**config.mk**
```make
export PLATFORM = sky130hd
export DESIGN_NAME = core_presence_filter
export DESIGN_NICKNAME = d
export VERILOG_FILES = /design/src/rtl/sf_pkg.sv /design/src/rtl/sf_core_decode.sv /design/src/rtl/sf_op_select.sv /design/src/rtl/sf_decide.sv /design/src/rtl/core_presence_filter.sv
export SDC_FILE = /design/constraint.sdc
export NUM_CORES = 1
export LEC_CHECK = 0
export ABC_AREA = 1
export BUFFER_PORTS_ARGS = -buffer_cell sky130_fd_sc_hd__buf_2
export CORE_MARGIN = 1
export CORE_UTILIZATION = 65
export CTS_BUF_LIST = sky130_fd_sc_hd__clkbuf_8 sky130_fd_sc_hd__clkbuf_16
export CTS_CLUSTER_SIZE = 28
export DETAILED_ROUTE_END_ITERATION = 16
export PLACE_DENSITY = 0.82
export SETUP_SLACK_MARGIN = 0.05
export SYNTH_ARGS = -nofsm -noshare
export SYNTH_HDL_FRONTEND = slang
export SYNTH_SLANG_ARGS = --single-unit
```
**constraint.sdc**
```tcl
create_clock -name clk -period 6.05 [get_ports clk]
set_input_delay 1.5125 -clock clk [delete_from_list [all_inputs] [get_ports clk]]
set_output_delay 1.5125 -clock clk [all_outputs]
set_load 0.03 [all_outputs]
```
**src/rtl/sf_pkg.sv**
```systemverilog
package sf_pkg;
    typedef enum logic [1:0] {
        OP_NONE  = 2'd0,
        OP_EVICT = 2'd1,
        OP_REQ   = 2'd2,
        OP_DROP  = 2'd3
    } op_kind_e;
endpackage

```
**src/rtl/sf_core_decode.sv**
```systemverilog
module sf_core_decode #(
    parameter int NUM_CORES = 4,
    localparam int CORE_W = (NUM_CORES > 1) ? $clog2(NUM_CORES) : 1
) (
    input  logic [CORE_W-1:0]    core_id,
    output logic [NUM_CORES-1:0] core_bit
);
    for (genvar g = 0; g < NUM_CORES; g++) begin : g_bit
        assign core_bit[g] = (core_id == CORE_W'(g));
    end
endmodule

```
**src/rtl/sf_op_select.sv**
```systemverilog
module sf_op_select
    import sf_pkg::*;
(
    input  logic     evict_valid,
    input  logic     req_valid,
    input  logic     drop_valid,
    output op_kind_e op_kind
);
    always_comb begin
        if (evict_valid)     op_kind = OP_EVICT;
        else if (req_valid)  op_kind = OP_REQ;
        else if (drop_valid) op_kind = OP_DROP;
        else                 op_kind = OP_NONE;
    end
endmodule

```
**src/rtl/sf_decide.sv**
```systemverilog
module sf_decide
    import sf_pkg::*;
#(
    parameter int NUM_CORES = 4
) (
    input  op_kind_e             op_kind,
    input  logic [NUM_CORES-1:0] vec_cur,
    input  logic [NUM_CORES-1:0] req_bit,
    input  logic                 req_hit,
    input  logic                 req_own,
    input  logic [NUM_CORES-1:0] drop_bit,
    output logic [NUM_CORES-1:0] vec_next,
    output logic [NUM_CORES-1:0] targets,
    output logic                 emit,
    output logic                 backinv,
    output logic                 may_dirty
);
    logic single_holder;

    always_comb begin
        vec_next = vec_cur;
        targets  = '0;
        emit     = 1'b0;
        backinv  = 1'b0;
        unique case (op_kind)
            OP_EVICT: begin
                emit     = 1'b1;
                backinv  = 1'b1;
                targets  = vec_cur;
                vec_next = '0;
            end
            OP_REQ: begin
                emit = 1'b1;
                if (!req_hit) begin
                    vec_next = req_bit;
                end else begin
                    targets  = vec_cur & ~req_bit;
                    vec_next = req_own ? req_bit : (vec_cur | req_bit);
                end
            end
            OP_DROP: begin
                vec_next = vec_cur & ~drop_bit;
            end
            default: begin
            end
        endcase
        single_holder = ($countones(vec_cur) == 1);
        may_dirty     = (targets != '0) && single_holder;
    end
endmodule

```
**src/rtl/core_presence_filter.sv**
```systemverilog
module core_presence_filter
    import sf_pkg::*;
#(
    parameter int NUM_CORES = 4,
    parameter int NUM_LINES = 64,
    localparam int CORE_W = (NUM_CORES > 1) ? $clog2(NUM_CORES) : 1,
    localparam int LINE_W = (NUM_LINES > 1) ? $clog2(NUM_LINES) : 1
) (
    input  logic                 clk,
    input  logic                 rst_n,
    input  logic                 req_valid,
    input  logic [CORE_W-1:0]    req_core,
    input  logic [LINE_W-1:0]    req_index,
    input  logic                 req_hit,
    input  logic                 req_own,
    input  logic                 evict_valid,
    input  logic [LINE_W-1:0]    evict_index,
    input  logic                 drop_valid,
    input  logic [CORE_W-1:0]    drop_core,
    input  logic [LINE_W-1:0]    drop_index,
    output logic                 snp_valid,
    output logic [NUM_CORES-1:0] snp_targets,
    output logic                 snp_backinv,
    output logic                 snp_may_dirty
);
    typedef struct packed {
        logic [NUM_LINES-1:0][NUM_CORES-1:0] pres;
        logic                                valid;
        logic [NUM_CORES-1:0]                targets;
        logic                                backinv;
        logic                                may_dirty;
    } filt_state_t;

    filt_state_t st_d, st_q;

    op_kind_e             op_kind;
    logic [LINE_W-1:0]    idx_sel;
    logic [NUM_CORES-1:0] req_bit, drop_bit, vec_cur, vec_next, dec_targets;
    logic                 dec_emit, dec_backinv, dec_may_dirty;

    sf_op_select u_select (
        .evict_valid (evict_valid),
        .req_valid   (req_valid),
        .drop_valid  (drop_valid),
        .op_kind     (op_kind)
    );

    sf_core_decode #(.NUM_CORES(NUM_CORES)) u_req_dec (
        .core_id  (req_core),
        .core_bit (req_bit)
    );

    sf_core_decode #(.NUM_CORES(NUM_CORES)) u_drop_dec (
        .core_id  (drop_core),
        .core_bit (drop_bit)
    );

    always_comb begin
        unique case (op_kind)
            OP_EVICT: idx_sel = evict_index;
            OP_REQ:   idx_sel = req_index;
            OP_DROP:  idx_sel = drop_index;
            default:  idx_sel = '0;
        endcase
    end

    assign vec_cur = st_q.pres[idx_sel];

    sf_decide #(.NUM_CORES(NUM_CORES)) u_decide (
        .op_kind   (op_kind),
        .vec_cur   (vec_cur),
        .req_bit   (req_bit),
        .req_hit   (req_hit),
        .req_own   (req_own),
        .drop_bit  (drop_bit),
        .vec_next  (vec_next),
        .targets   (dec_targets),
        .emit      (dec_emit),
        .backinv   (dec_backinv),
        .may_dirty (dec_may_dirty)
    );

    always_comb begin
        st_d               = st_q;
        st_d.pres[idx_sel] = vec_next;
        st_d.valid         = dec_emit;
        st_d.targets       = dec_targets;
        st_d.backinv       = dec_backinv;
        st_d.may_dirty     = dec_may_dirty;
    end

    always_ff @(posedge clk) begin
        if (!rst_n) st_q <= '0;
        else        st_q <= st_d;
    end

    assign snp_valid     = st_q.valid;
    assign snp_targets   = st_q.targets;
    assign snp_backinv   = st_q.backinv;
    assign snp_may_dirty = st_q.may_dirty;

    assert_miss_no_snoop_R2: assert property (@(posedge clk) disable iff (!rst_n)
        (req_valid && !evict_valid && !req_hit) |=> (snp_valid && snp_targets == '0));

    assert_no_self_snoop_R3: assert property (@(posedge clk) disable iff (!rst_n)
        (req_valid && !evict_valid) |=> !snp_targets[$past(req_core)]);

    assert_dirty_single_R5: assert property (@(posedge clk) disable iff (!rst_n)
        snp_may_dirty |-> ($countones(snp_targets) == 1));

    assert_evict_wins_R10: assert property (@(posedge clk) disable iff (!rst_n)
        evict_valid |=> (snp_valid && snp_backinv));

    assert_pulse_after_event_R9: assert property (@(posedge clk) disable iff (!rst_n)
        (req_valid || evict_valid) |=> snp_valid);

    assert_quiet_when_idle_R9: assert property (@(posedge clk) disable iff (!rst_n)
        !(req_valid || evict_valid) |=> !snp_valid);
endmodule

```
# After elaboration in Yosys (flattened, before gate mapping)
# Cells that the tools add are included.
dict set report totals {
  ff_bits 263
  in_bits 29
  out_inout_bits 7
  elab_cells 110
}
dict set report op_classes {
  add_sub_neg 3
  magnitude_cmp 2
  n_eq_ne 10
  mux 16
  bitwise 5
  reduce_logical 6
}
# operator count
set op_table {}
lappend op_table {{bitwise mux 256 bit} 1}
lappend op_table {{adder 32 bit} 1}
lappend op_table {{== test 32 x 2 -> 1 bit (second input constant)} 1}
lappend op_table {{binary-select mux 4 bit (select 6 bit)} 1}
lappend op_table {{demux 4 bit (select 6 bit)} 1}
lappend op_table {{two-way mux 4 bit} 5}
lappend op_table {{case mux 6 bit (3 select lines)} 1}
lappend op_table {{== test 2 bit (second input constant)} 6}
lappend op_table {{case mux 4 bit (3 select lines)} 1}
lappend op_table {{AND 4 bit} 2}
lappend op_table {{inverter 4 bit} 2}
lappend op_table {{case mux 4 bit (2 select lines)} 1}
lappend op_table {{< comparator 6 x 7 -> 1 bit (second input constant)} 1}
lappend op_table {{== test 2 x 1 -> 1 bit (second input constant)} 3}
lappend op_table {{>= comparator 6 x 1 -> 1 bit (second input constant)} 1}
lappend op_table {{two-way mux 2 bit} 3}
lappend op_table {{adder 1 x 1 -> 2 bit} 2}
lappend op_table {{logical NOT 2 bit} 2}
lappend op_table {{bitwise OR 4 bit} 1}
lappend op_table {{nonzero test 4 bit} 1}
lappend op_table {{logical AND 1 bit} 2}
lappend op_table {{two-way mux 1 bit} 2}
lappend op_table {{OR reduction 2 bit} 1}

# Longest topological paths before layout
dict set report depth {
  ltp_word 12
  depth_mapped 27
  mapped_depth_nobuf 23
}

# Cells and area by module
# A second synthesis with hierarchy kept.
dict set report hier_totals {
  cells_unflattened 2009
  hier_area_um2 12869.8
}
# mod instances cells_per_inst area_each_um2 seq_area_each_um2
set by_module_without_submodules {}
lappend by_module_without_submodules {core_presence_filter 1 1922 12446.9 5265.0}
lappend by_module_without_submodules {sf_decide 1 67 347.8 0.0}
lappend by_module_without_submodules {sf_core_decode 2 7 26.3 0.0}
lappend by_module_without_submodules {sf_op_select 1 6 22.5 0.0}

# Worst setup path after synthesis
# No wires, ideal clock.
dict set report synth_timing {
  path_type {input -> register}
  start {input req_valid}
  end {register st_q (netlist bit snp_may_dirty)}
  setup_ps 64
  arrival_ps 4555
  required_ps 5986
  slack_ps 1432
  stages 24
  n_path_buf 4
  cell_sequence {inv_1 a21oi_1 inv_1 ha_1 buf_6 nand2_2 nand3_4 nand2_2 buf_6 buf_8 buf_6 nand2_1 nand3_1 nand3_1 o21ai_1 nand2_1 nor2_1 and2_2 ha_1 ha_1 fa_1 nor2_1 nand3_1 nor2_1}
}
dict set report synth_between {
  elab_chain_cells 11
  word_cells_on_any_way 17
  classes_between {3 x add/sub; 4 x eq/ne; 7 x mux; 1 x bitwise; 2 x reduce/logical}
}
# element line_no
set synth_rtl {}
lappend synth_rtl {{start, declared} core_presence_filter.sv:11} ;# input logic req_valid,
lappend synth_rtl {{two-way mux 2 bit (*)} sf_op_select.sv:11} ;# else if (req_valid) op_kind = OP_REQ;
lappend synth_rtl {{two-way mux 2 bit (*)} sf_op_select.sv:10} ;# if (evict_valid) op_kind = OP_EVICT;
lappend synth_rtl {{branches (longest 8 deep; another with adder 32 bit)} --}
lappend synth_rtl {{logical AND 1 bit (*)} sf_decide.sv:48} ;# may_dirty = (targets != '0) && single_holder;
lappend synth_rtl {{end signal, assigned} core_presence_filter.sv:94} ;# else st_q <= st_d;
lappend synth_rtl {{end, declared} core_presence_filter.sv:34} ;# filt_state_t st_d, st_q;
# Mark *: on every way between the ends. The select of a mux whose other input is x is not followed.
# A chain may end at the register's enable or synchronous reset.

# Worst setup path after layout
# Ends and elaborated chain as after synthesis.

==> reports/results.ini <==
[synth]
synth-main-ff-cell=dfxtp_1
ys_types=30
yosys_warnings=0
syn_inst=2494
synth_area_leader_cell=dfxtp_1
ys_seq_area_share_pct=35.4
netlist_top_cells_area=dfxtp_1 (35%), nand2_1 (16%), nand3_1 (13%)
postSynthAreaPerCell_um2=5.97
synthesis.area_um2=14900
synth_edf_count=0
ys_async_sr_fraction_pct=0
yosys-top-cells-count=nand2_1 (627), nor2_1 (506), inv_1 (411)
ys_seq_elements=263
yosysMostFrequentCell=nand2_1
synth_top_area_share_pct=35.4
synth_fp_nets=2531

[floorplan]
die-area_um2=23500
rows=55
boundaryPins=36
coreArea_um2=22600
die_height_um=153
die_x_um=153
initial_core_util_pct=65.9

[setup_path]
path_max_fanout=31
slowest_delay_ns=0.43
worst-setup-path-type=primary input to register
rrSetupSlack_ns=3.30
critPathCaptureType=register
path_buf_inv=4
arrival_ns=5.62
cp_top_family=simple AND/OR/NAND/NOR gates
required_ns=6.55
start_kind=primary input
timing.critical_path.slowest_stage_cell=fa_1

[clock_tree]
cts-root-buf=clkbuf_16
max-clock-path-buffers=3
cts_inserted_buffers=29
postCtsSetupBuffers=0
hold_buffers=0
cts_tree=yes
clk_latency_ns=0.57
clk_pin_slew_ns=0.06
post_cts_resized=0
cts.sinks=263
htree_levels=1

[global_route]
grt_pass1_vias=14060
grt_pass1_wl_um=71400
grt_max_degree=148
grt-ovfl-total=0
grt_util_all_layers_pct=37.6
antenna_found_initial=0

[detailed_routing]
vias_per_cell=5.59
drt_wl_total_um=44600
ant_nets=0
drc=0
vias=15456
wire_per_inst_um=16.1
drt_iter0_markers=1779
firstDrtPassIters=6

[sta]
tightestPinTransition_ns=0.945
finalSetupViolations=0
final_hold_viol_count=0
tns_ns=0
setup_slack_ns=0.937
rsz0062_at_grt=false
finClkSkew_ns=0.0119
fmax_mhz=196
final_max_slew_viol_count=0
relSlewSlack_pct=37.0
finalCriticalPeriod_ns=5.11
fin_crit_sh_pct=84.5

[power_and_ir_drop]
p_per_area_nw_per_um2=279
ir_drop_v=0.000224
total_power_mw=4.43
switching_share_pct=31.3
power.switching_mw=1.39
leakagePower_nw=8.21
clockPowerShare_pct=40.4
pwr-share-comb_pct=19.2
seqPwrFrac_pct=40.4
p_int_mw=3.04

[place]
dp_hpwl_um=26600
dpl_cell_area_um2=14900
post-place-ws_ns=0.492
globalplace.congestion=0.932
io_buffers=35

[cells_and_area]
utilization_pct=70.3
syn_to_final_growth_pct=6.65
nets=2495
design_area_um2=15900
drive_gt1_share_pct=5.61
antenna_cells=0

[status]
outcome=complete, no violations

[run]
drv_cap=0

[min_path]
hold_path_class=register to register

## state kept, by name, summed over array words and instances, names as in the netlist
name / count
snp_may_dirty: 1
st_q: 256
snp_valid: 1
snp_targets: 4
snp_backinv: 1
## cells by family after synthesis
| family | Yosys count | share of synthesized area, % |
|---|---|---|
| adder cells (fa/ha/maj) | 8 | 0.723 |
| AND/OR/NAND/NOR | 1547 | 43.3 |
| AO/OA/AOI/OAI | 130 | 4.66 |
| buffers and inverters | 546 | 16.0 |
| flip-flops | 263 | 35.4 |
## layout by cell type (no fill, tap or decap), types with 2 or more instances in the layout
cell type / instances
dfxtp_1: 263
ha_1: 7
bufinv_16: 2
a21oi_1: 75
o21ai_1: 16
nand3_1: 384
clkinv_2: 5
nand2_1: 626
inv_2: 5
o21ai_0: 24
buf_2: 35
nand2_4: 6
nor2_1: 506
buf_12: 6
o211ai_1: 12
clkbuf_16: 29
inv_1: 415
nand3_2: 2
buf_4: 22
nand2_2: 8
clkbuf_8: 8
nand4_1: 8
## final timing paths
kind,to,cells after the start,startpoint
setup / recovery,snp_may_dirty$_SDFF_PN0_,25,req_valid
setup reg to reg,snp_may_dirty$_SDFF_PN0_,13,st_q[46]$_SDFFE_PN0P_
hold / removal,st_q[208]$_SDFFE_PN0P_,4,st_q[208]$_SDFFE_PN0P_
hold reg to reg,st_q[208]$_SDFFE_PN0P_,4,st_q[208]$_SDFFE_PN0P_
## worst register-to-register path: cells and delay by family, from the launching register on
kind	cells	cell delay [ns]
fa+ha+maj	3	0.88
compound gates	1	0.22
flops	1	0.31
buf+inv	1	0.04
simple gates	8	1.21
## area by class of cell
class | instances | area [um^2]
Multi-Input combinational cell | 1685 | 7260
Tap cell | 285 | 357
Inverter | 416 | 1570
Clock inverter | 14 | 131
Timing Repair Buffer | 63 | 460
Clock buffer | 37 | 836
Sequential cell | 263 | 5270
Fill cell | 1945 | 6700
## per-stage QoR
stage          cells  hold slack, ns
2_1_floorplan   2494           0.509
3_3_place_gp    2712           0.519
3_5_place_dp    2712           0.527
4_1_cts         2763           0.538
5_1_grt         2763           0.567
6_report        2763           0.536
## layer usage
metal	track usage, %	wire length, um	share of wire [%]
met5	0	0	0
met1	49.2	17800	40
met2	59.9	19900	45
met3	7.29	4980	11
met4	17.2	1920	4.3
## power groups by stage
stage / sequential, mW / combinational (mW) / clock, mW
after floorplan: 1.83 / 0.590 / 0
final: 1.79 / 0.852 / 1.79
after global routing: 1.79 / 0.923 / 1.86
after global placement: 1.82 / 0.809 / 0
after CTS: 1.79 / 0.823 / 1.79
after detailed placement: 1.83 / 0.817 / 0
Power figures use the tool's default switching activity.
